File: src/rtl/qenc_pkg.sv
package qenc_pkg;
  localparam int CNT_W  = 16;
  localparam int ADDR_W = 2;

  localparam logic [3:0] MODE_ENC_CMP = 4'b1000;
  localparam logic [3:0] MODE_ENC_CAP = 4'b1010;

  typedef enum logic [ADDR_W-1:0] {
    A_CTRL  = 2'd0,
    A_CMP0  = 2'd1,
    A_CMP1  = 2'd2,
    A_START = 2'd3
  } reg_addr_e;

  typedef struct packed {
    logic       reload_en;
    logic       clr1_en;
    logic       clr0_en;
    logic [3:0] mode;
  } ctrl_t;
endpackage

File: src/rtl/qenc_phase_decode.sv
module qenc_phase_decode #(
  parameter int SYNC_STAGES = 2
) (
  input  logic clk,
  input  logic rst_n,
  input  logic phase_a,
  input  logic phase_b,
  output logic step_up,
  output logic step_dn
);
  logic [SYNC_STAGES-1:0] a_sync, b_sync;
  logic a_prev, b_prev;
  logic a_cur, b_cur;

  // Synchronizer chain, depth set by parameter
  always_ff @(posedge clk) begin
    if (!rst_n) begin
      a_sync <= '0;
      b_sync <= '0;
      a_prev <= 1'b0;
      b_prev <= 1'b0;
    end else begin
      a_sync <= {a_sync[SYNC_STAGES-2:0], phase_a};
      b_sync <= {b_sync[SYNC_STAGES-2:0], phase_b};
      a_prev <= a_cur;
      b_prev <= b_cur;
    end
  end

  assign a_cur = a_sync[SYNC_STAGES-1];
  assign b_cur = b_sync[SYNC_STAGES-1];

  always_comb begin
    step_up = 1'b0;
    step_dn = 1'b0;
    case ({a_prev, b_prev, a_cur, b_cur})
      4'b0010, 4'b1011, 4'b1101, 4'b0100: step_up = 1'b1;
      4'b0001, 4'b0111, 4'b1110, 4'b1000: step_dn = 1'b1;
      default: ;
    endcase
  end

  p_step_excl_r1: assert property (@(posedge clk) disable iff (!rst_n)
    !(step_up && step_dn));
endmodule

File: src/rtl/qenc_regs.sv
module qenc_regs
  import qenc_pkg::*;
#(
  parameter int W = CNT_W
) (
  input  logic              clk,
  input  logic              rst_n,
  input  logic              wr_en,
  input  logic [ADDR_W-1:0] wr_addr,
  input  logic [W-1:0]      wr_data,
  output ctrl_t             ctrl,
  output logic [W-1:0]      cmp0,
  output logic [W-1:0]      cmp1,
  output logic [W-1:0]      start_val
);
  localparam int CTRL_W = $bits(ctrl_t);

  always_ff @(posedge clk) begin
    if (!rst_n) begin
      ctrl      <= '0;
      cmp0      <= '0;
      cmp1      <= '0;
      start_val <= '0;
    end else if (wr_en) begin
      case (reg_addr_e'(wr_addr))
        A_CTRL:  ctrl      <= ctrl_t'(wr_data[CTRL_W-1:0]);
        A_CMP0:  cmp0      <= wr_data;
        A_CMP1:  cmp1      <= wr_data;
        A_START: start_val <= wr_data;
        default: ;
      endcase
    end
  end
endmodule

File: src/rtl/qenc_count_core.sv
module qenc_count_core #(
  parameter int W = 16
) (
  input  logic         clk,
  input  logic         rst_n,
  input  logic         step_up,
  input  logic         step_dn,
  input  logic         start_pulse,
  input  logic         run_active,
  input  logic         ch1_cmp_en,
  input  logic         clr0_en,
  input  logic         clr1_en,
  input  logic         reload_en,
  input  logic [W-1:0] cmp0,
  input  logic [W-1:0] cmp1,
  input  logic [W-1:0] start_val,
  output logic [W-1:0] count,
  output logic         match0,
  output logic         match1,
  output logic         underflow
);
  localparam logic [W-1:0] ALL_ONES = '1;

  logic         evt, hit0, hit1, do_clr, do_under;
  logic [W-1:0] nxt;

  always_comb begin
    evt      = run_active && (step_up || step_dn);
    hit0     = evt && (count == cmp0);
    hit1     = evt && ch1_cmp_en && (count == cmp1);
    do_clr   = (hit0 && clr0_en) || (hit1 && clr1_en);
    do_under = evt && step_dn && !do_clr && (count == '0);
    if (!evt)          nxt = count;
    else if (do_clr)   nxt = '0;
    else if (do_under) nxt = reload_en ? cmp0 : ALL_ONES;  // cmp0 is pre-edge value
    else if (step_up)  nxt = count + 1'b1;
    else               nxt = count - 1'b1;
  end

  always_ff @(posedge clk) begin
    if (!rst_n) begin
      count     <= '0;
      match0    <= 1'b0;
      match1    <= 1'b0;
      underflow <= 1'b0;
    end else if (start_pulse) begin
      count     <= start_val;
      match0    <= 1'b0;
      match1    <= 1'b0;
      underflow <= 1'b0;
    end else begin
      count     <= nxt;
      match0    <= hit0;
      match1    <= hit1;
      underflow <= do_under;
    end
  end

  p_start_load_r2: assert property (@(posedge clk) disable iff (!rst_n)
    $past(start_pulse) && $past(rst_n) |-> count == $past(start_val));
  p_hold_idle_r3: assert property (@(posedge clk) disable iff (!rst_n)
    $past(rst_n) && !$past(run_active) && !$past(start_pulse) |-> count == $past(count));
  p_clear0_r5: assert property (@(posedge clk) disable iff (!rst_n)
    match0 && $past(clr0_en) |-> count == '0);
  p_wrap_r7: assert property (@(posedge clk) disable iff (!rst_n)
    underflow && !$past(reload_en) |-> count == ALL_ONES);
  p_reload_old_r9: assert property (@(posedge clk) disable iff (!rst_n)
    underflow && $past(reload_en) |-> count == $past(cmp0));
  p_ch1_off_r10: assert property (@(posedge clk) disable iff (!rst_n)
    match1 |-> $past(ch1_cmp_en));
endmodule

File: src/rtl/qenc_cmp_counter.sv
module qenc_cmp_counter
  import qenc_pkg::*;
(
  input  logic              clk,
  input  logic              rst_n,
  input  logic              phase_a,
  input  logic              phase_b,
  input  logic              run_en,
  input  logic              wr_en,
  input  logic [ADDR_W-1:0] wr_addr,
  input  logic [CNT_W-1:0]  wr_data,
  output logic [CNT_W-1:0]  count,
  output logic              match0_irq,
  output logic              match1_irq,
  output logic              underflow_flag
);
  ctrl_t            ctrl;
  logic [CNT_W-1:0] cmp0, cmp1, start_val;
  logic             step_up, step_dn;
  logic             run_q, start_pulse, mode_ok, run_active;

  qenc_phase_decode #(.SYNC_STAGES(2)) u_dec (
    .clk(clk), .rst_n(rst_n), .phase_a(phase_a), .phase_b(phase_b),
    .step_up(step_up), .step_dn(step_dn)
  );

  qenc_regs #(.W(CNT_W)) u_regs (
    .clk(clk), .rst_n(rst_n), .wr_en(wr_en), .wr_addr(wr_addr),
    .wr_data(wr_data), .ctrl(ctrl), .cmp0(cmp0), .cmp1(cmp1),
    .start_val(start_val)
  );

  always_ff @(posedge clk) begin
    if (!rst_n) run_q <= 1'b0;
    else        run_q <= run_en;
  end

  assign start_pulse = run_en && !run_q;
  assign mode_ok     = (ctrl.mode == MODE_ENC_CMP) || (ctrl.mode == MODE_ENC_CAP);
  assign run_active  = run_en && run_q && mode_ok;

  qenc_count_core #(.W(CNT_W)) u_core (
    .clk(clk), .rst_n(rst_n), .step_up(step_up), .step_dn(step_dn),
    .start_pulse(start_pulse), .run_active(run_active),
    .ch1_cmp_en(ctrl.mode == MODE_ENC_CMP),
    .clr0_en(ctrl.clr0_en), .clr1_en(ctrl.clr1_en), .reload_en(ctrl.reload_en),
    .cmp0(cmp0), .cmp1(cmp1), .start_val(start_val),
    .count(count), .match0(match0_irq), .match1(match1_irq),
    .underflow(underflow_flag)
  );

  p_reset_r11: assert property (@(posedge clk)
    !$past(rst_n) && $past(rst_n, 2) |-> count == '0 && !match0_irq && !underflow_flag);
endmodule

File: config.mk
export PLATFORM = sky130hd
export DESIGN_NAME = qenc_cmp_counter
export DESIGN_NICKNAME = d
export VERILOG_FILES = /design/src/rtl/qenc_pkg.sv /design/src/rtl/qenc_phase_decode.sv /design/src/rtl/qenc_regs.sv /design/src/rtl/qenc_count_core.sv /design/src/rtl/qenc_cmp_counter.sv
export SDC_FILE = /design/constraint.sdc
export NUM_CORES = 1
export LEC_CHECK = 0
export BUFFER_PORTS_ARGS = -buffer_cell sky130_fd_sc_hd__buf_4
export CAP_MARGIN = 25
export CORE_ASPECT_RATIO = 0.5
export CORE_MARGIN = 2
export CORE_UTILIZATION = 64
export DETAILED_ROUTE_END_ITERATION = 6
export PLACE_DENSITY_LB_ADDON = 0.2
export SYNTH_ARGS = -nofsm -noshare
export SYNTH_HDL_FRONTEND = slang
export SYNTH_SLANG_ARGS = --single-unit
File: constraint.sdc
create_clock -name clk -period 7.5 [get_ports clk]
set_clock_uncertainty 0.1 [all_clocks]
set_input_delay 1.125 -clock clk [delete_from_list [all_inputs] [get_ports clk]]
set_output_delay 1.125 -clock clk [all_outputs]
set_load 0.05 [all_outputs]
* Word-level counts from Yosys, hierarchy flattened
Index checks and enable logic that the tools add are counted.
Storage, ports and cells: logic and storage cells 69, bits in registers 81
Cells by class: add/subtract/negate cells 2, reductions and logical operators 27, bitwise operators 1, eq/ne operators 15, mux-type cells 8
Operators by type and width (number):
- $mux W16 | 6
- $eq A16 B16 Y1 | 2
- $eq A4 B4 Y1 const B | 6
- $add A16 B1 Y16 const B | 1
- $logic_not A16 Y1 | 1
- $sub A16 B1 Y16 const B | 1
- $logic_and A1 B1 Y1 | 12
- $eq A4 B3 Y1 const B | 2
- $reduce_and A2 Y1 | 4
- $reduce_or A4 Y1 | 2
- $eq A2 B2 Y1 const B | 2
- $eq A4 B1 Y1 const B | 1
- $eq A4 B2 Y1 const B | 1
- $logic_or A1 B1 Y1 | 3
- $eq A2 B1 Y1 const B | 1
- $logic_not A1 Y1 | 2
- $logic_not A2 Y1 | 1
- $mux W1 | 2
- $reduce_bool A2 Y1 | 1
- $reduce_or A2 Y1 | 1
- $not A1 Y1 | 1

* Depth between registers and ports, before layout
depth in word-level cells 16, gate-level depth with buffers 11

* Hierarchy
A second synthesis with hierarchy kept.
Unflattened totals: cell total of the unflattened synthesis 523, area, all modules 4589.4 sq um
By module, submodules not included:
- qenc_count_core | cells each 302, area an instance 2303.5 sq um, times used 1
- qenc_regs | cells each 199, area an instance 2031.9 sq um, times used 1
- qenc_phase_decode | cells each 16, area an instance 186.4 sq um, times used 1
- qenc_cmp_counter | cells each 6, area an instance 67.6 sq um, times used 1

* Worst setup path before layout
No wires, ideal clock.
kind flip-flop to flip-flop, start point register u_dec.a_sync[1], end point register u_core.count[15], slack 4728 ps, library setup time 92 ps, data arrival time 2580 ps, data required time 7308 ps, path buffers 0, period minus slack after synthesis 2772 ps, stages on the path, launching flop included 11, path through dfxtp_1 > xor2_1 > nand2_1 > ha_1 > a211o_1 > o211ai_1 > a211o_2 > o31ai_2 > or4_1 > and3_1 > o32ai_1
Between the ends: cells in the longest elaborated chain, start to end 16
RTL lines:
- start: declaration | line qenc_phase_decode.sv:11 | logic [SYNC_STAGES-1:0] a_sync, b_sync;
- start signal: assignment | line qenc_phase_decode.sv:23 | a_sync <= {a_sync[SYNC_STAGES-2:0], phase_a};
- $eq A4 B2 Y1 (tied with other cells) | line qenc_phase_decode.sv:36 | case ({a_prev, b_prev, a_cur, b_cur})
- $reduce_or A4 Y1 | line qenc_phase_decode.sv:36
- $mux W1 | line qenc_phase_decode.sv:36
- $logic_or A1 B1 Y1 | line qenc_count_core.sv:28 | evt = run_active && (step_up || step_dn);
- $logic_and A1 B1 Y1 | line qenc_count_core.sv:28
- $logic_and A1 B1 Y1 (2 in a row) | line qenc_count_core.sv:30 | hit1 = evt && ch1_cmp_en && (count == cmp1);
- $logic_and A1 B1 Y1 | line qenc_count_core.sv:31 | do_clr = (hit0 && clr0_en) || (hit1 && clr1_en);
- $logic_or A1 B1 Y1 | line qenc_count_core.sv:31
- $logic_not A1 Y1 | line qenc_count_core.sv:32 | do_under = evt && step_dn && !do_clr && (count == '0);
- $logic_and A1 B1 Y1 (2 in a row) | line qenc_count_core.sv:32
- $mux W16 | line qenc_count_core.sv:35 | else if (do_under) nxt = reload_en ? cmp0 : ALL_ONES;
- $mux W16 | line qenc_count_core.sv:34 | else if (do_clr) nxt = '0;
- $mux W16 | line qenc_count_core.sv:33 | if (!evt) nxt = count;
- $mux W16 | line qenc_count_core.sv:46 | end else if (start_pulse) begin
- end signal: assignment | line qenc_count_core.sv:47 | count <= start_val;
- end signal: assignment | line qenc_count_core.sv:52 | count <= nxt;
- end: declaration | line qenc_count_core.sv:17 | output logic [W-1:0] count,
Several ways; a longest one is shown, not always the timed one. The select of a mux whose other input is x is not followed. A chain may end at the register's enable or synchronous reset.

* Worst setup path in the final report
start point register u_dec.a_sync[1], end point register u_core.count[11]
The elaborated chain is that of the path after synthesis.

==> reports/results.tsv <==
stage	metric	value	unit
run_status	outcome	finished, final reports clean	
synthesis	ys_async_sr_fraction	0	%
layout	nFillCells	448	
die	io-pin-count	43	
clock_tree	postCtsResizedCells	0	
clock_tree	clkTransAtPathRegs	0.06	ns
layout	post-route-cell-area	4900	sq um
worst_setup_path	reg2reg_depth	10	
worst_setup_path	worstSetupPathType	flip-flop to flip-flop	
hold_path	hp-class	flip-flop to flip-flop	
die	rows	20	
synthesis	synth-xor-area-share	9.06	%
clock_tree	cts_max_level	3	
drt	first_pass_iters	5	
worst_setup_path	cpMaxStageDelayCell	ha_1	
pwr	peakVddDrop	0.162	mV
clock_tree	postCtsHoldBufs	0	
worst_setup_path	rrSetupSlack	4.24	ns
worst_setup_path	cp_data_arrival_time	3.43	ns
synthesis	yosysWarnings	0	
placed_design	place_area	4580	sq um
timing	setup_tns	0	ns
timing	finalMaxSlewViolations	0	
die	initial_core_util	68.3	%
worst_setup_path	cp.buffers_inverters	0	
timing	worstMarginPinSlew	0.846	ns
global_routing	grtUsageTotal	34.2	%
worst_setup_path	crit_chain	xor2_1, nand2_1, ha_1, o21ai_0, nor2b_1, a211o_2, o31ai_2, xor2_1, o221ai_1, a31oi_1	
worst_setup_path	cp.required	7.66	ns
synthesis	yosysTopAreaCellShare	38.1	%
hold_path	worstHoldPathCells	1	
drt	vias	4041	
worst_setup_path	slowest_delay	0.53	ns
pwr	p_leak	0.00185	uW
timing	clock.fmax	307	MHz
drt	drc	0	
placed_design	gp_congestion	0.944	
drt	via_per_inst	6.29	
synthesis	syn-instance-count	522	
synthesis	synth_top_cell_by_area	dfxtp_1	
global_routing	grt_max_degree	73	
layout	drive_gt1_share	14.3	%
timing	hold_violations	0	
synthesis	synth_area	4250	sq um
synthesis	synth_cell_types	53	
placed_design	port_buffers	42	
timing	fin_crit	3.26	ns
synthesis	synthSimpleGateAreaFrac	24.2	%
drt	antenna_left	0	
clock_tree	cts_sinks	81	
timing	setup_viol	0	
synthesis	synthAdderAreaFrac	4.59	%
global_routing	grt_pass1_vias	3561	
worst_setup_path	worstSetupEndpointType	flip-flop	
timing	rsz0062_at_grt	no	
flow_run	timing.max_cap.violations	0	
drt	wl_per_cell	18.8	microns
worst_setup_path	worst-path-stages	10	
timing	relSlewSlack	43.6	%
worst_setup_path	critPathLaunchType	flip-flop	
synthesis	seq_area_frac_synth	38.1	%
synthesis	muxShareOfSynthArea	2.12	%
synthesis	ys.flop_type	dfxtp_1	
worst_setup_path	path_delay_family	compound AO/OA/AOI/OAI gates	
synthesis	synth.area.top_cells	dfxtp_1 38%, nand2_1 11%, xnor2_1 6.8%	
clock_tree	clkLatencyLatePin	0.34	ns
clock_tree	postCtsSetupBuffers	0	
clock_tree	cts_buffers	9	
worst_setup_path	crit_top_cell	xor2_1	
placed_design	hpwl	8310	microns
layout	syn_to_final_growth	15.2	%
clock_tree	cts_tree	built	
global_routing	antenna_found_initial	0	
clock_tree	clk_root_buffer_cell	clkbuf_16	
drt	drt_wl_total	12100	microns
synthesis	synth_edf_count	0	
synthesis	avgSynthCellArea	8.15	sq um
synthesis	synth_nets	561	
drt	drt_iter0_drc	497	
layout	n_antenna_cell	0	
die	die-width	119	microns
synthesis	synth_compound_area_share	18.0	%
hold_path	worstHoldStart	u_dec.b_sync[0]$_SDFF_PN0_	
worst_setup_path	r2r_start	u_dec.a_sync[1]$_SDFF_PN0_	
die	core-area	6230	sq um
die	die_h	61.6	microns
worst_setup_path	crit_fanout	17	
global_routing	overflow	0	
timing	period_share	43.5	%
synthesis	synth_seq_cells	81	
synthesis	synth_top_family_by_area	simple AND/OR/NAND/NOR gates	
die	die-area	7350	sq um
worst_setup_path	crit_start	u_dec.a_sync[1]$_SDFF_PN0_	
clock_tree	clk_path_buf_depth	2	
global_routing	grt_pass1_wl	18500	microns
layout	nNetsFinal	588	
pwr	power_density	214	nW/um^2
-- metal layers --
metal | global-route usage [%] | vias up | part of all wire (%)
met5 | 0 | - | 0
met3 | 11.7 | 24 | 13
met2 | 51.1 | 238 | 42
li1 | - | 1879 | -
met1 | 48.2 | 1900 | 43
met4 | 7.65 | 0 | 1.0
-- worst reg2reg max path: stages, from the launching register on --
cell and delay [ns]:
dfxtp_1 0.33, xor2_1 0.18, nand2_1 0.45, ha_1 0.54
o21ai_0 0.13, nor2b_1 0.15, a211o_2 0.31, o31ai_2 0.37
xor2_1 0.25, o221ai_1 0.15, a31oi_1 0.22
-- placed cells by master, fill, tap and decap left out, types with 6 or more instances in the layout --
master / count
xor2_1: 11
nand3_1: 18
buf_4: 47
nor2_1: 20
mux2i_1: 9
clkbuf_16: 9
nor4_1: 8
dfxtp_1: 81
ha_1: 14
xnor2_1: 33
a31oi_1: 17
o21ai_0: 7
nand4_1: 8
inv_1: 6
nand2_1: 120
and2_1: 7
a21oi_1: 55
-- path summary, 6_finish.rpt --
check / to
setup / recovery: u_core.count[11]$_SDFFE_PN0P_
setup reg to reg: u_core.count[11]$_SDFFE_PN0P_
hold / removal: u_dec.b_sync[1]$_SDFF_PN0_
hold reg to reg: u_dec.b_sync[1]$_SDFF_PN0_
-- metrics by stage --
stage | power (uW) | cells | setup slack, ns | hold WS [ns] | util [%]
after floorplan | 556 | 522 | 4.73 | 0.312 | -
after global placement | 596 | 623 | 4.23 | 0.319 | 73.3
after detailed placement | 599 | 624 | 4.19 | 0.324 | 73.5
after CTS | 1040 | 640 | 4.28 | 0.338 | 78.4
after global routing | 1080 | 642 | 3.89 | 0.365 | 78.6
final | 1050 | 642 | 4.24 | 0.336 | 78.6
-- cell families (layout without fill, tap and decap cells) --
kind of cell / after synthesis / count (layout)
mux: 9 / 9
compound gates: 116 / 116
buf+inv: 39 / 71
simple gates: 218 / 218
flops: 81 / 81
fa+ha+maj: 15 / 15
xor+xnor: 44 / 44
-- power by group --
part / switching [uW] / internal (uW) / leakage [uW]
sequential: 15.0 / 443 / 0.000658
combinational: 84.7 / 53.9 / 0.00104
clock: 180 / 269 / 0.000146
total: 280 / 766 / 0.00185
-- layout make-up --
| type | count | area [sq um] | share of cell area [%] |
|---|---|---|---|
| Clock inverter | 5 | 63.8 | 1.30 |
| Inverter | 7 | 26.3 | 0.536 |
| Timing Repair Buffer | 48 | 364 | 7.43 |
| Tap cell | 88 | 110 | 2.25 |
| Multi-Input combinational cell | 402 | 2470 | 50.4 |
| Sequential cell | 81 | 1620 | 33.1 |
| Clock buffer | 11 | 243 | 4.96 |
-- state kept, by name, indices dropped and copies added, names as in the netlist --
signal / flops
u_regs.cmp1: 16
run_q: 1
u_regs.cmp0: 16
u_dec.b_prev: 1
u_core.underflow: 1
u_regs.start_val: 16
u_core.match0: 1
u_core.count: 16
u_dec.a_sync: 2
u_dec.a_prev: 1
u_dec.b_sync: 2
u_core.match1: 1
u_regs.ctrl: 7
-- cell usage after synthesis (all sizes together) (2+ instances only) --
cell type    n
a2111oi      2
a211o        2
a21o         5
a21oi       55
a221oi       3
a31oi       17
and2         7
and3         5
and4         3
buf          6
clkbuf      26
dfxtp       81
ha          14
inv          7
mux2i        9
nand2      120
nand2b       3
nand3       18
nand3b       5
nand4        8
nor2        20
nor2b        4
nor3         3
nor3b        4
nor4         9
o211ai      10
o21a         2
o21ai        7
o221ai       5
or2          4
or3          3
xnor2       33
xor2        11
Power figures use the tool's default switching activity.
